File: src/rtl/eep_pkg.sv
package eep_pkg;

    localparam int BYTE_W = 8;

    typedef enum logic [3:0] {
        ST_IDLE      = 4'd0,
        ST_ADDR      = 4'd1,
        ST_ACK_ADDR  = 4'd2,
        ST_WADDR     = 4'd3,
        ST_ACK_WADDR = 4'd4,
        ST_WDATA     = 4'd5,
        ST_ACK_WDATA = 4'd6,
        ST_RDATA     = 4'd7,
        ST_RACK      = 4'd8,
        ST_BUSY      = 4'd9
    } eep_state_e;

endpackage

File: src/rtl/eep_line_sync.sv
module eep_line_sync #(
    parameter int STAGES = 2
) (
    input  logic clk,
    input  logic rst_n,
    input  logic scl_i,
    input  logic sda_i,
    output logic scl_o,
    output logic sda_o,
    output logic scl_rise_o,
    output logic scl_fall_o,
    output logic start_o,
    output logic stop_o
);

    typedef struct packed {
        logic [STAGES-1:0] scl_sh;
        logic [STAGES-1:0] sda_sh;
        logic              scl_prev;
        logic              sda_prev;
    } sync_t;

    sync_t s_d, s_q;

    always_comb begin
        s_d          = s_q;
        s_d.scl_sh   = {s_q.scl_sh[STAGES-2:0], scl_i};
        s_d.sda_sh   = {s_q.sda_sh[STAGES-2:0], sda_i};
        s_d.scl_prev = s_q.scl_sh[STAGES-1];
        s_d.sda_prev = s_q.sda_sh[STAGES-1];
    end

    always_ff @(posedge clk or negedge rst_n) begin
        if (!rst_n) s_q <= '1;
        else        s_q <= s_d;
    end

    assign scl_o      = s_q.scl_sh[STAGES-1];
    assign sda_o      = s_q.sda_sh[STAGES-1];
    assign scl_rise_o = scl_o & ~s_q.scl_prev;
    assign scl_fall_o = ~scl_o & s_q.scl_prev;
    assign start_o    = scl_o & s_q.scl_prev & s_q.sda_prev & ~sda_o;
    assign stop_o     = scl_o & s_q.scl_prev & ~s_q.sda_prev & sda_o;

endmodule

File: src/rtl/eep_regfile.sv
module eep_regfile #(
    parameter int DEPTH = 16,
    parameter int W     = 8,
    localparam int IW   = $clog2(DEPTH)
) (
    input  logic          clk,
    input  logic          rst_n,
    input  logic          we,
    input  logic [IW-1:0] waddr,
    input  logic [W-1:0]  wdata,
    input  logic [IW-1:0] raddr,
    output logic [W-1:0]  rdata
);

    logic [W-1:0] ent_q [DEPTH];

    for (genvar i = 0; i < DEPTH; i++) begin : g_ent
        logic [W-1:0] ent_d;
        always_comb begin
            ent_d = ent_q[i];
            if (we && (waddr == IW'(i))) ent_d = wdata;
        end
        always_ff @(posedge clk or negedge rst_n) begin
            if (!rst_n) ent_q[i] <= '0;
            else        ent_q[i] <= ent_d;
        end
    end

    assign rdata = ent_q[raddr];

endmodule

File: src/rtl/i2c_eeprom_target.sv
module i2c_eeprom_target
    import eep_pkg::*;
#(
    parameter logic [6:0] DEV_ADDR     = 7'h50,
    parameter int         MEM_BYTES    = 256,
    parameter int         PAGE_BYTES   = 16,
    parameter int         WRITE_CYCLES = 500000,
    parameter int         SYNC_STAGES  = 2
) (
    input  logic clk,
    input  logic rst_n,
    input  logic scl_i,
    input  logic sda_i,
    output logic sda_oe_o,
    input  logic wp_i,
    input  logic supply_ok_i
);

    localparam int AW = $clog2(MEM_BYTES);
    localparam int PW = $clog2(PAGE_BYTES);
    localparam int CW = $clog2(WRITE_CYCLES + 1);

    typedef struct packed {
        eep_state_e             st;
        logic [3:0]             bitcnt;
        logic [BYTE_W-1:0]      shreg;
        logic                   rw;
        logic                   mack;
        logic [AW-1:0]          ptr;
        logic [PAGE_BYTES-1:0]  mask;
        logic                   drive;
        logic [CW-1:0]          bcnt;
        logic [PW:0]            cidx;
    } ctl_t;

    ctl_t q, n;

    logic scl_s, sda_s, scl_rise, scl_fall, start_det, stop_det;

    eep_line_sync #(.STAGES(SYNC_STAGES)) u_sync (
        .clk        (clk),
        .rst_n      (rst_n),
        .scl_i      (scl_i),
        .sda_i      (sda_i),
        .scl_o      (scl_s),
        .sda_o      (sda_s),
        .scl_rise_o (scl_rise),
        .scl_fall_o (scl_fall),
        .start_o    (start_det),
        .stop_o     (stop_det)
    );

    // page buffer: written per data byte, drained during the write cycle
    logic              buf_we;
    logic [BYTE_W-1:0] buf_rdata;

    eep_regfile #(.DEPTH(PAGE_BYTES), .W(BYTE_W)) u_page (
        .clk   (clk),
        .rst_n (rst_n),
        .we    (buf_we),
        .waddr (q.ptr[PW-1:0]),
        .wdata (q.shreg),
        .raddr (q.cidx[PW-1:0]),
        .rdata (buf_rdata)
    );

    // array: one write port used only while the write cycle drains the buffer
    logic              mem_we;
    logic [AW-1:0]     mem_waddr;
    logic [BYTE_W-1:0] mem_rdata;

    assign mem_we    = (q.st == ST_BUSY) && !q.cidx[PW] && q.mask[q.cidx[PW-1:0]];
    assign mem_waddr = {q.ptr[AW-1:PW], q.cidx[PW-1:0]};

    eep_regfile #(.DEPTH(MEM_BYTES), .W(BYTE_W)) u_array (
        .clk   (clk),
        .rst_n (rst_n),
        .we    (mem_we),
        .waddr (mem_waddr),
        .wdata (buf_rdata),
        .raddr (q.ptr),
        .rdata (mem_rdata)
    );

    logic commit_ok;
    assign commit_ok = !wp_i && supply_ok_i;

    always_comb begin
        n      = q;
        buf_we = 1'b0;

        if (q.st == ST_BUSY) begin
            n.bcnt = q.bcnt + CW'(1);
            if (!q.cidx[PW]) n.cidx = q.cidx + (PW+1)'(1);
            if (q.bcnt == CW'(WRITE_CYCLES - 1)) begin
                n.st   = ST_IDLE;
                n.mask = '0;
            end
        end else if (start_det) begin
            n.st     = ST_ADDR;
            n.bitcnt = '0;
            n.drive  = 1'b0;
            n.mask   = '0;
        end else if (stop_det) begin
            n.drive = 1'b0;
            if ((q.mask != '0) && commit_ok) begin
                n.st   = ST_BUSY;
                n.bcnt = '0;
                n.cidx = '0;
            end else begin
                n.st   = ST_IDLE;
                n.mask = '0;
            end
        end else begin
            unique case (q.st)
                ST_ADDR, ST_WADDR, ST_WDATA: begin
                    if (scl_rise && (q.bitcnt < 4'd8)) begin
                        n.shreg  = {q.shreg[BYTE_W-2:0], sda_s};
                        n.bitcnt = q.bitcnt + 4'd1;
                    end else if (scl_fall && (q.bitcnt == 4'd8)) begin
                        n.bitcnt = '0;
                        n.drive  = 1'b1;
                        if (q.st == ST_ADDR) begin
                            if (q.shreg[7:1] == DEV_ADDR) begin
                                n.rw = q.shreg[0];
                                n.st = ST_ACK_ADDR;
                            end else begin
                                n.drive = 1'b0;
                                n.st    = ST_IDLE;
                            end
                        end else if (q.st == ST_WADDR) begin
                            n.ptr = q.shreg;
                            n.st  = ST_ACK_WADDR;
                        end else begin
                            buf_we               = 1'b1;
                            n.mask[q.ptr[PW-1:0]] = 1'b1;
                            n.ptr = {q.ptr[AW-1:PW], q.ptr[PW-1:0] + PW'(1)};
                            n.st  = ST_ACK_WDATA;
                        end
                    end
                end
                ST_ACK_ADDR: begin
                    if (scl_fall) begin
                        n.bitcnt = '0;
                        if (q.rw) begin
                            n.shreg = mem_rdata;
                            n.ptr   = q.ptr + AW'(1);
                            n.drive = ~mem_rdata[BYTE_W-1];
                            n.st    = ST_RDATA;
                        end else begin
                            n.drive = 1'b0;
                            n.st    = ST_WADDR;
                        end
                    end
                end
                ST_ACK_WADDR, ST_ACK_WDATA: begin
                    if (scl_fall) begin
                        n.drive  = 1'b0;
                        n.bitcnt = '0;
                        n.st     = ST_WDATA;
                    end
                end
                ST_RDATA: begin
                    if (scl_rise) begin
                        n.bitcnt = q.bitcnt + 4'd1;
                    end else if (scl_fall) begin
                        if (q.bitcnt == 4'd8) begin
                            n.drive = 1'b0;
                            n.st    = ST_RACK;
                        end else begin
                            n.shreg = {q.shreg[BYTE_W-2:0], 1'b0};
                            n.drive = ~q.shreg[BYTE_W-2];
                        end
                    end
                end
                ST_RACK: begin
                    if (scl_rise) begin
                        n.mack = ~sda_s;
                    end else if (scl_fall) begin
                        n.bitcnt = '0;
                        if (q.mack) begin
                            n.shreg = mem_rdata;
                            n.ptr   = q.ptr + AW'(1);
                            n.drive = ~mem_rdata[BYTE_W-1];
                            n.st    = ST_RDATA;
                        end else begin
                            n.st = ST_IDLE;
                        end
                    end
                end
                default: ;
            endcase
        end
    end

    always_ff @(posedge clk or negedge rst_n) begin
        if (!rst_n) begin
            q    <= '0;
            q.st <= ST_IDLE;
        end else begin
            q <= n;
        end
    end

    assign sda_oe_o = q.drive;

    // observation points for the bound checker
    eep_state_e    cur_st;
    logic [AW-1:0] cur_ptr;
    logic [CW-1:0] cur_bcnt;
    assign cur_st   = q.st;
    assign cur_ptr  = q.ptr;
    assign cur_bcnt = q.bcnt;

endmodule

File: config.mk
export PLATFORM = sky130hd
export DESIGN_NAME = i2c_eeprom_target
export DESIGN_NICKNAME = d
export VERILOG_FILES = /design/src/rtl/eep_pkg.sv /design/src/rtl/eep_line_sync.sv /design/src/rtl/eep_regfile.sv /design/src/rtl/i2c_eeprom_target.sv
export SDC_FILE = /design/constraint.sdc
export NUM_CORES = 2
export LEC_CHECK = 0
export BUFFER_PORTS_ARGS = -buffer_cell sky130_fd_sc_hd__buf_2
export CAP_MARGIN = 20
export CORE_ASPECT_RATIO = 0.75
export CORE_MARGIN = 2
export CORE_UTILIZATION = 45
export DETAILED_ROUTE_END_ITERATION = 16
export PLACE_DENSITY_LB_ADDON = 0.15
export SYNTH_ARGS = -nofsm -noshare
export SYNTH_HDL_FRONTEND = slang
export SYNTH_SLANG_ARGS = --single-unit
export TNS_END_PERCENT = 50
File: constraint.sdc
create_clock -name clk -period 5.4 [get_ports clk]
set_input_delay 0.81 -clock clk [delete_from_list [all_inputs] [get_ports clk]]
set_output_delay 0.81 -clock clk [all_outputs]
set_load 0.03 [all_outputs]
==> key figures <==
Clocking
  – CTS root buf: clkbuf_16
  – Buffer count from post-CTS setup fixing: 0
  – Post-cts resize count: 0
  – Cts hold-fix bufs: 1
  – Clk buf depth: 4
  – Clock transition at the registers of the reported paths: 0.07 ns
  – Inserted Clock Buffers: 225
  – Clock Sinks: 2,249
  – CTS tree: done
  – Clock latency on the worst-skew pair: 0.89 ns
  – Clock H-tree levels: 4

Setup path
  – Worst-path fanout max: 33
  – CP peak stage delay: 0.93 ns
  – CP Data Required Time: 6.13 ns
  – Slowest stage cell, crit path: nor4_1
  – Critical-path cell list: buf_12 > buf_12 > mux4_2 > a22oi_1 > a21oi_1 > nor4_1 > buf_4 > o22ai_1 > or2_0 > a221o_1
  – Crit path kind: reg2reg
  – CP endpoint kind: flop
  – CP most frequent cell: buf_12
  – Crit start category: flop
  – Critical Path AT: 5.58 ns

Die
  – Core Area: 0.227 sq mm
  – DIE WIDTH: 556 um
  – Chip Height: 418 um
  – Row count: 151
  – Starting Density: 0.454
  – Die ar.: 0.233 sq mm
  – I/O Pins: 7

Cells and area
  – Non-Filler Instances: 9,686
  – Area growth, synth to finish: 10.9%
  – Share of layout cells above drive strength 1: 0.523
  – Layout Nets: 6,553

STA
  – Crit share post-route: 0.898
  – Max Slew Vio Count: 0
  – Final hold vios: 0
  – Setup violations, final: 0
  – Skew final: 0.0442 ns
  – Final worst setup slack: 0.552 ns
  – RSZ-0062 raised after global routing: false
  – Fmax: 206 MHz
  – Relative slew margins: 0.184
  – Min cycle time layout: 4.85 ns
  – Measured slew at the worst slew-check pin: 1.22 ns

Drt
  – DRT antenna net count: 0
  – Pre-antenna DRT Iters: 6
  – Vias per cell: 6.19
  – Routed len/inst: 30.2 um
  – Initial DRC count: 5,144
  – Via count: 60,000
  – # DRC: 0
  – Routed wire length: 293,000 um

Yosys
  – Register bit total from synthesis: 2,249
  – Cell taking the most area after synthesis: dfrtp_1
  – Avg Inst Size Synth: 15.6 sq um
  – Top_reg_cell synth: dfrtp_1
  – Yosys top cell area share: 0.545
  – Compound-cell area share of the yosys netlist: 0.0235
  – Largest family of logic cells by synthesized area: multiplexers
  – Post-synth EDFFs: 0
  – Synth Area in Adders: 0.00134
  – Synth Area in XOR/XNOR: 0.000426
  – Gate Count Post-Synth: 6,597
  – Yosys Warn Count: 0
  – Area contributors post-synth: dfrtp_1, mux2_2, mux4_2, clkbuf_1, a22oi_1
  – Syn Std Cell Area: 0.103 sq mm
  – Simple-gate portion of the synthesized area: 0.0303
  – Top cells by count, synth: dfrtp_1, mux2_2, mux4_2
  – Syn_nets: 6,614
  – Sequential-to-total area share from yosys stat: 0.547
  – Proportion of synthesized area in mux cells: 0.375
  – Async set or reset register ratio after synthesis: 1.00
  – Distinct cells, synth: 75
  – Most common cell in the netlist: dfrtp_1

Job
  – MaxCap Viol Count: 0

Place
  – Post-DP HPWL: 190,000 um
  – Post-Place Cells: 9,289
  – Port bufs: 6
  – GP Congestion: 0.857
  – Place WS: 0.475 ns

GRT
  – Initial antenna violation count: 9
  – First-pass GRT wire length: 436,000 um
  – Vias in the first global route: 61,200
  – Tot GR Track Use: 0.253
  – Largest net degree at the start of global routing: 161
  – Total gr overflow: 0

Power and ir drop
  – Overall power: 0.0407 W
  – Worst VDD drop: 0.293 mV
  – Leak: 54.1 nW
  – P per Cell Area: 357 mW/mm^2

Status
  – Status: finished, final reports clean

Worst hold path
  – Hold WC Path Type: in2reg
-- worst max-delay path, delay by kind of cell (launching register included) --
| kind | cells | cell delay [ns] |
|---|---|---|
| AOI/OAI and AO/OA | 4 | 1.27 |
| buffers and inverters | 3 | 0.92 |
| DFF | 1 | 0.78 |
| muxes | 1 | 0.54 |
| and+or+nand+nor | 2 | 1.13 |
-- cell families after synthesis --
kind of cell,after synthesis
AND/OR/NAND/NOR,624
AO/OA/AOI/OAI,369
adder cells (fa/ha/maj),11
XOR/XNOR,5
buffers and inverters,519
flip-flops,2249
multiplexers,2820
-- cell usage in the layout (no fill, tap or decap), types with 59 or more instances in the layout --
cell type and n:
o21ai_0 59, clkbuf_16 227, nand2_2 91, nor2_1 84, buf_4 153, a21oi_1 101, nand2_1 223, a22oi_1 121
mux2_2 2169, dfrtp_1 2236, mux4_2 605
-- final timing paths --
kind | start | to | slack (ns) | cells after the start
worst min-delay path | scl_i | u_sync.s_d[5] | 0.05 | 1
worst min register to register | u_sync.s_d[5] | u_sync.scl_o | 0.36 | 0
worst max-delay path | cur_ptr[0] | q[53] | 0.55 | 10
max in group asynchronous | rst_n | u_array.ent_q[1571] | 3.31 | 3
min in group asynchronous | rst_n | u_array.ent_q[328] | 0.59 | 2
worst max register to register | cur_ptr[0] | q[53] | 0.55 | 10
-- per-layer routing --
layer,wire length [um],GRT usage,vias up
met5,0,0,-
li1,-,-,24600
met3,19400,0.0501,409
met1,139000,0.393,33200
met4,8340,0.0704,0
met2,126000,0.360,1723
-- report_power, final --
group | internal [W] | switching [W]
registers | 0.0170 | 0.000539
logic | 0.00258 | 0.00496
clock network | 0.00891 | 0.00672
-- stage by stage --
step | setup TNS, ns | cell area (sq um) | utilization | hold slack [ns]
2_1_floorplan | 0 | 103000 | - | 0.345
3_3_place_gp | -0.178 | 107000 | 0.471 | 0.347
3_5_place_dp | 0 | 107000 | 0.472 | 0.347
4_1_cts | 0 | 114000 | 0.503 | 0.000510
5_1_grt | 0 | 114000 | 0.504 | 0.0239
6_report | 0 | 114000 | 0.504 | 0.0508
-- final cells by class --
| cell class | count | area (sq um) |
|---|---|---|
| fillers | 18900 | 112000 |
| flip-flops and latches | 2249 | 56300 |
| multi-input cells | 3829 | 44500 |
| clock buffers | 334 | 6640 |
| well taps | 2983 | 3730 |
| repair buffers | 213 | 2260 |
| clock inverters | 54 | 551 |
| inverters | 18 | 67.6 |
| diodes | 6 | 15.0 |
-- flip-flops by register name, summed over array words and instances, names as in the netlist, 4 cells and up --
register	cells
q	31
cur_bcnt	19
mem_waddr	4
cur_ptr	8
u_page.ent_q	128
cur_st	4
u_array.ent_q	2048
Note: power is estimated with default switching activity, not from simulation.
